[config.mk]
export PLATFORM = sky130hd
export DESIGN_NAME = setup_capture_buf
export DESIGN_NICKNAME = d
export VERILOG_FILES = /design/src/rtl/scb_pkg.sv /design/src/rtl/scb_rx_ctrl.sv /design/src/rtl/scb_store.sv /design/src/rtl/scb_cpu_regs.sv /design/src/rtl/setup_capture_buf.sv
export SDC_FILE = /design/constraint.sdc
export NUM_CORES = 1
export LEC_CHECK = 0
export CORE_MARGIN = 4
export CORE_UTILIZATION = 57
export DETAILED_ROUTE_END_ITERATION = 10
export DONT_BUFFER_PORTS = 1
export MAX_ROUTING_LAYER = met4
export PLACE_DENSITY = 0.69
export RECOVER_POWER = 100
export SETUP_SLACK_MARGIN = 0.5
export SLEW_MARGIN = 30
export SYNTH_ARGS = -nofsm -noshare
export SYNTH_HDL_FRONTEND = slang
export SYNTH_SLANG_ARGS = --single-unit
export TNS_END_PERCENT = 30
[constraint.sdc]
create_clock -name clk -period 2.8 [get_ports clk]
set_clock_uncertainty 0.1 [all_clocks]
set_input_delay 0.7 -clock clk [delete_from_list [all_inputs] [get_ports clk]]
set_output_delay 0.7 -clock clk [all_outputs]
set_load 0.01 [all_outputs]
[src/rtl/scb_pkg.sv]
package scb_pkg;
  localparam int unsigned SCB_REQ_BYTES = 8;
  localparam int unsigned SCB_BYTE_W    = 8;

  typedef enum logic {
    CAP_IDLE = 1'b0,
    CAP_FILL = 1'b1
  } cap_state_e;
endpackage

[src/rtl/scb_rx_ctrl.sv]
module scb_rx_ctrl
  import scb_pkg::*;
#(
  parameter int unsigned DEPTH = SCB_REQ_BYTES,
  localparam int unsigned PW = $clog2(DEPTH),
  localparam int unsigned CW = $clog2(DEPTH + 1)
) (
  input  logic          clk,
  input  logic          rst_n,
  input  logic          rx_start,
  input  logic          rx_auto,
  input  logic          rx_valid,
  input  logic          rx_end_ok,
  input  logic          rx_end_bad,
  output logic          rx_ready,
  output logic          wr_en,
  output logic [PW-1:0] wr_idx,
  output logic          cap_begin,
  output logic          cap_done
);
  cap_state_e    state_q;
  logic [CW-1:0] cnt_q;
  logic          filling;
  logic          full;

  assign filling   = (state_q == CAP_FILL);
  assign full      = (cnt_q == CW'(DEPTH));
  assign cap_begin = rx_start & ~rx_auto;
  assign rx_ready  = filling & ~full;
  // a start in the same cycle drops the offered byte
  assign wr_en     = rx_valid & rx_ready & ~rx_start;
  assign wr_idx    = cnt_q[PW-1:0];
  assign cap_done  = filling & rx_end_ok & ~rx_start & full;

  always_ff @(posedge clk) begin
    if (!rst_n) begin
      state_q <= CAP_IDLE;
      cnt_q   <= '0;
    end else if (rx_start) begin
      state_q <= cap_begin ? CAP_FILL : CAP_IDLE;
      cnt_q   <= '0;
    end else if (filling && (rx_end_ok || rx_end_bad)) begin
      state_q <= CAP_IDLE;
    end else if (wr_en) begin
      cnt_q <= cnt_q + CW'(1);
    end
  end
endmodule

[src/rtl/scb_store.sv]
module scb_store
  import scb_pkg::*;
#(
  parameter int unsigned DEPTH = SCB_REQ_BYTES,
  parameter int unsigned DW    = SCB_BYTE_W,
  localparam int unsigned PW = $clog2(DEPTH)
) (
  input  logic          clk,
  input  logic          wr_en,
  input  logic [PW-1:0] wr_idx,
  input  logic [DW-1:0] wr_data,
  input  logic [PW-1:0] rd_idx,
  output logic [DW-1:0] rd_data
);
  logic [DEPTH*DW-1:0] flat;

  for (genvar g = 0; g < DEPTH; g++) begin : g_slot
    logic [DW-1:0] slot_q;
    always_ff @(posedge clk) begin
      if (wr_en && (wr_idx == PW'(g))) slot_q <= wr_data;
    end
    assign flat[g*DW +: DW] = slot_q;
  end

  assign rd_data = flat[int'(rd_idx)*DW +: DW];
endmodule

[src/rtl/scb_cpu_regs.sv]
module scb_cpu_regs
  import scb_pkg::*;
#(
  parameter int unsigned DEPTH = SCB_REQ_BYTES,
  localparam int unsigned PW = $clog2(DEPTH)
) (
  input  logic          clk,
  input  logic          rst_n,
  input  logic          cap_begin,
  input  logic          cap_done,
  input  logic          rd_pop,
  input  logic          flag_clr,
  input  logic          irq_en,
  output logic [PW-1:0] rd_idx,
  output logic          setup_flag,
  output logic          invalid_rd,
  output logic          irq
);
  logic [PW-1:0] ptr_q;
  logic          flag_q;
  logic          inv_q;
  logic          mid_read;

  assign mid_read = (ptr_q != '0);

  always_ff @(posedge clk) begin
    if (!rst_n) begin
      ptr_q  <= '0;
      flag_q <= 1'b0;
      inv_q  <= 1'b0;
    end else begin
      if (flag_clr || cap_begin)  ptr_q <= '0;
      else if (rd_pop)            ptr_q <= (ptr_q == PW'(DEPTH - 1)) ? '0 : ptr_q + PW'(1);

      if (cap_done)                   flag_q <= 1'b1;
      else if (flag_clr || cap_begin) flag_q <= 1'b0;

      if (flag_clr)                   inv_q <= 1'b0;
      else if (cap_begin && mid_read) inv_q <= 1'b1;
    end
  end

  assign rd_idx     = ptr_q;
  assign setup_flag = flag_q;
  assign invalid_rd = inv_q;
  assign irq        = flag_q & irq_en;
endmodule

[src/rtl/setup_capture_buf.sv]
module setup_capture_buf
  import scb_pkg::*;
#(
  parameter int unsigned DEPTH = SCB_REQ_BYTES,
  parameter int unsigned DW    = SCB_BYTE_W,
  localparam int unsigned PW = $clog2(DEPTH)
) (
  input  logic          clk,
  input  logic          rst_n,
  input  logic          rx_start,
  input  logic          rx_auto,
  input  logic          rx_valid,
  output logic          rx_ready,
  input  logic [DW-1:0] rx_data,
  input  logic          rx_end_ok,
  input  logic          rx_end_bad,
  input  logic          rd_pop,
  output logic [DW-1:0] rd_data,
  input  logic          flag_clr,
  input  logic          irq_en,
  output logic          setup_flag,
  output logic          invalid_rd,
  output logic          irq
);
  logic          wr_en;
  logic [PW-1:0] wr_idx;
  logic [PW-1:0] rd_idx;
  logic          cap_begin;
  logic          cap_done;

  scb_rx_ctrl #(.DEPTH(DEPTH)) u_rx (
    .clk(clk), .rst_n(rst_n), .rx_start(rx_start), .rx_auto(rx_auto),
    .rx_valid(rx_valid), .rx_end_ok(rx_end_ok), .rx_end_bad(rx_end_bad),
    .rx_ready(rx_ready), .wr_en(wr_en), .wr_idx(wr_idx),
    .cap_begin(cap_begin), .cap_done(cap_done)
  );

  scb_store #(.DEPTH(DEPTH), .DW(DW)) u_store (
    .clk(clk), .wr_en(wr_en), .wr_idx(wr_idx), .wr_data(rx_data),
    .rd_idx(rd_idx), .rd_data(rd_data)
  );

  scb_cpu_regs #(.DEPTH(DEPTH)) u_cpu (
    .clk(clk), .rst_n(rst_n), .cap_begin(cap_begin), .cap_done(cap_done),
    .rd_pop(rd_pop), .flag_clr(flag_clr), .irq_en(irq_en),
    .rd_idx(rd_idx), .setup_flag(setup_flag), .invalid_rd(invalid_rd), .irq(irq)
  );
endmodule

* After elaboration in Yosys (flattened, before gate mapping)
Cells that the tools add are included. W data, S select, Z words.
Operators by class: shift-type cells 1, reduce and logical (&&, ||, !) cells 20, multipliers 0, magnitude comparators 0, bitwise logic cells 13, div/mod/pow operators 0, $add $sub $neg 2, muxes and demuxes 6, equality and inequality tests 9
Operators with widths (number):
- $shiftx A64 B7 Y8 | 1
- $eq A3 B3 Y1 const B | 5
- $logic_and A1 B1 Y1 | 10
- $and A1 B1 Y1 | 8
- $eq A3 B2 Y1 const B | 2
- $reduce_or A2 Y1 | 3
- $mux W1 | 5
- $not A1 Y1 | 5
- $add A4 B1 Y4 const B | 1
- $eq A4 B4 Y1 const B | 1
- $reduce_bool A2 Y1 | 2
- $add A3 B1 Y3 const B | 1
- $eq A3 B1 Y1 const B | 1
- $logic_not A3 Y1 | 1
- $mux W3 | 1
- $reduce_bool A3 Y1 | 1
- $logic_or A1 B1 Y1 | 2
- $reduce_and A2 Y1 | 1
Storage, ports and cells: bits in latches 0, output and inout bits 12, bits in read-only memories 0, word-level logic and storage cells 64, input port bits 18, memories 0, memory bits (writable) 0, flip-flop bits (word level) 74

* Logic depth before layout (Yosys ltp)
word-level depth 6, gate-level depth with buffers 7, depth with buffers taken out 5

* Cells and area by module
Synthesis repeated with hierarchy kept, for this count alone.
Unflattened totals: cells, all modules 170, area, all modules 3164.3 sq um
By module, submodules not included:
- scb_store | area each 2531.2 sq um, times used 1, cells an instance 106, sequential area each 1921.8 sq um
- scb_rx_ctrl | area each 389.1 sq um, times used 1, cells an instance 38, sequential area each 100.1 sq um
- scb_cpu_regs | area each 244.0 sq um, times used 1, cells an instance 26, sequential area each 100.1 sq um

* Worst setup path after synthesis
OpenSTA, ideal clock, no wires.
path kind input -> register, start point input rx_start, end point register u_store.g_slot[1].slot_q[0] (enable), setup time 385 ps, data required time 2315 ps, data arrival time 1904 ps, stages 4, slack 411 ps, buffers on the path 1, path through and3b_1 > clkbuf_1 > nand2_1 > nor3b_1
Between the ends: longest elaborated chain between the ends 3
RTL lines:
- from (decl) | RTL line setup_capture_buf.sv:10 | input logic rx_start,
- $not A1 Y1 | RTL line scb_rx_ctrl.sv:31 | assign wr_en = rx_valid & rx_ready & ~rx_start;
- $and A1 B1 Y1 | RTL line scb_rx_ctrl.sv:31
- $logic_and A1 B1 Y1 | RTL line scb_store.sv:20 | if (wr_en && (wr_idx == PW'(g))) slot_q <= wr_data;
- to (signal assigned) | RTL line scb_store.sv:20
- to (decl) | RTL line scb_store.sv:18 | logic [DW-1:0] slot_q;
Every way passes these cells. A chain may end at the register's enable or synchronous reset.

* Worst setup path after layout
start point register u_cpu.ptr_q[0], in the netlist u_cpu.rd_idx[0], end point output rd_data[7]
Between the ends: longest elaborated chain between the ends 1
RTL lines:
- from (decl) | RTL line scb_cpu_regs.sv:19 | logic [PW-1:0] ptr_q;
- from (signal assigned) | RTL line scb_cpu_regs.sv:33 | else if (rd_pop) ptr_q <= (ptr_q == PW'(DEPTH - 1)) ? '0 : ptr_q + PW'(1);
- $shiftx A64 B7 Y8 | RTL line scb_store.sv:25 | assign rd_data = flat[int'(rd_idx)*DW +: DW];
- to (decl) | RTL line setup_capture_buf.sv:18 | output logic [DW-1:0] rd_data,
Every way passes these cells.

==> results by group <==
Synthesis
  • Async SR Flop Fraction: 0%
  • Synthesized area per cell: 18.7 um^2
  • EDFF count, synth: 64
  • Sequential element share of the synthesized area: 67.7%
  • Mapped Area: 3140 um^2
  • Synth cell types: 33
  • Syn Inst Count: 168
  • Ys Warns: 0
  • Synth area leaders: edfxtp_1 61%, mux4_1 7.5%, dfxtp_1 6.4%, mux4_2 5.0%, ha_1 3.6%
  • Synth Register Bits: 74
  • Post-synth top area cell: edfxtp_1
  • Syn Nets: 195
  • Post-synth top area share: 61.3%
  • Ys flop type: edfxtp_1

Finish
  • Layout net count: 210
  • ANT cells: 0
  • Number of fill cells in the layout: 383
  • Layout cells sized above 1: 21.8%
  • Area growth syn-to-layout: 8.94%
  • Fin area: 3420 um^2
  • Post-layout util: 65.6%

Critical path
  • WS Path Type: reg -> out
  • Critical Path RT: 2.00 ns
  • Worst Setup End Kind: output port
  • Critical Path AT: 1.79 ns
  • Worst-path fanout max: 5
  • Kind of start point of the critical path: flop

CTS
  • Clock Latency Late Sink: 0.33 ns
  • CTS Buffer Depth: 2
  • # hold bufs at CTS: 0
  • Clock sink count: 74
  • H-tree depth: 3
  • CTS Buf Count: 9
  • CTS root buf: clkbuf_8
  • Clock slew at reported path FFs: 0.08 ns
  • CTS tree: done

Pwr
  • Final total power: 2.11 mW
  • Comb power frac: 2.4%
  • Power Internal: 1.72 mW
  • Sw Share: 18.3%
  • Leak: 1.12 nW
  • Power per cell area: 617 nW/um^2
  • Sw power: 0.387 mW
  • Clock network power share: 40.6%
  • Reg power frac: 56.9%
  • VDD IR max: 418 uV

Detailed routing
  • Detailed Routing Iterations Pass 1: 4
  • Via density: 5.94
  • Post-DR wirelength/cell: 21.0 um
  • Drt initial violations: 144
  • DRC errors left: 0
  • Via count: 1532
  • DRT antenna net count: 0
  • Routed WL: 5420 um

Die
  • # rows: 26
  • DIE AREA: 6750 um^2
  • IO Pins: 30
  • Core ar.: 5200 um^2
  • Die Ht: 82.2 um
  • Starting Density: 60.3%
  • Die width: 82.2 um

Timing
  • Relative slew margins: 57.9%
  • Endpoints failing setup: 0
  • Final hold viol count: 0
  • Worst-Margin Slew: 0.631 ns
  • Fin Setup TNS: 0 ns
  • Final Cycle Share: 92.5%
  • Final min period: 2.59 ns
  • WHS: 0.336 ns
  • Max-slew violations: 0
  • Fmax: 386 MHz
  • Unrepaired setup endpoints after global routing: true

Global routing
  • GRT Resource Usage Total: 19.2%
  • Vias in the first global route: 1633
  • Largest net degree at the start of global routing: 19
  • Initial antenna violation count: 0
  • First-pass GRT wire length: 8690 um
  • Grt total ovfl: 0

Placement
  • Number of I/O port buffers: 0
  • Gpl congestion: 0.880
  • Area of placed instances: 3240 um^2
  • Post-DP HPWL: 3580 um

Worst hold path
  • Min-Delay Path Class: in -> reg

Status
  • Status: completed

Run
  • Max Cap Viol: 0
==> sequential cells by signal, indices dropped and copies added (netlist names) <==
register,flops
u_rx.filling,1
u_rx.cnt_q,4
u_cpu.rd_idx,3
u_cpu.setup_flag,1
u_cpu.invalid_rd,1
u_store.g_slot.slot_q,64
==> worst max-delay path, cell delays in order, from the launching register on <==
cell	delay, ns
dfxtp_4	0.38
clkbuf_2	0.24
mux4_2	0.53
mux2_4	0.30
==> cell usage after synthesis, drive strengths merged, types with 2 or more instances <==
master	count
edfxtp	64
mux4	16
dfxtp	10
ha	9
mux2	8
inv	6
and3	5
buf	4
nand2	4
nor3b	4
o21a	4
mux2i	3
nor2	3
nor2b	3
nor4	3
a21oi	2
and2	2
and3b	2
clkbuf	2
nand2b	2
nand3b	2
nand4	2
o21ai	2
==> power by group through the flow <==
stage                     Combinational [mW]  Sequential [mW]  Clock (mW)
after floorplan                       0.0426             1.22           0
after global placement                0.0466             1.22           0
after detailed placement              0.0479             1.22           0
after CTS                             0.0547             1.20       0.871
after global routing                  0.0551             1.20       0.938
final                                 0.0510             1.20       0.857
==> final timing paths <==
| kind | from | to | slack, ns | cells past startpoint |
|---|---|---|---|---|
| max | u_cpu.rd_idx[0] | rd_data[7] | 0.21 | 3 |
| min | flag_clr | u_cpu.invalid_rd | 0.34 | 1 |
| max reg2reg | u_rx.cnt_q[0] | u_store.g_slot[2].slot_q[6] | 0.46 | 6 |
| min reg2reg | u_rx.cnt_q[3] | u_rx.cnt_q[3] | 0.41 | 2 |
==> per-stage QoR <==
stage / instances / worst slack [ns]
2_1_floorplan: 168 / 0.411
3_3_place_gp: 240 / 0.596
3_5_place_dp: 240 / 0.571
4_1_cts: 258 / 0.314
5_1_grt: 258 / 0.140
6_report: 258 / 0.210
==> cell usage in the layout, fill, tap and decap left out <==
master / count
a21boi_0: 1
a21oi_1: 2
a31oi_1: 1
and2_0: 2
and3_1: 5
and3b_1: 2
buf_12: 1
buf_4: 2
buf_6: 1
bufinv_16: 2
clkbuf_1: 6
clkbuf_2: 1
clkbuf_8: 9
clkinv_1: 2
clkinv_2: 1
clkinv_4: 1
dfxtp_1: 9
dfxtp_4: 1
edfxtp_1: 64
ha_1: 9
inv_1: 6
mux2_1: 3
mux2_4: 5
mux2i_1: 3
mux4_2: 16
nand2_1: 4
nand2b_1: 2
nand3b_1: 2
nand4_1: 2
nor2_1: 3
nor2b_1: 3
nor3b_1: 4
nor4_1: 3
nor4b_1: 1
o21a_1: 4
o21ai_0: 2
o22ai_1: 1
o31ai_1: 1
or3b_2: 1
==> cell families after synthesis <==
logic type,share of synthesized area [%]
simple gates,6.78
fa+ha+maj,3.59
flops,67.7
mux,17.2
compound gates,2.47
buf+inv,2.27
==> timing repair <==
item / CTS / global route
pin swaps: 0 / 0
setup buffers: 1 / 0
cloned: 1 / 0
endpoints found under the setup margin: 9 / 9
gates resized for setup: 19 / 0
==> layout make-up <==
type	instances	area, um^2	share of cell area (%)
Clock buffer	10	128	3.73
Clock inverter	6	81.3	2.38
Inverter	6	22.5	0.659
Multi-Input combinational cell	82	902	26.4
Sequential cell	74	2130	62.2
Tap cell	70	87.6	2.56
Timing Repair Buffer	10	70.1	2.05
==> metal layers <==
| layer | track usage (%) | up-vias | wire (um) |
|---|---|---|---|
| met3 | 5.64 | 5 | 273 |
| met2 | 32.5 | 32 | 2980 |
| met5 | - | - | 0 |
| met1 | 21.6 | 795 | 2110 |
| met4 | 6.98 | 0 | 51 |
| li1 | - | 700 | - |
Power figures use the tool's default switching activity.
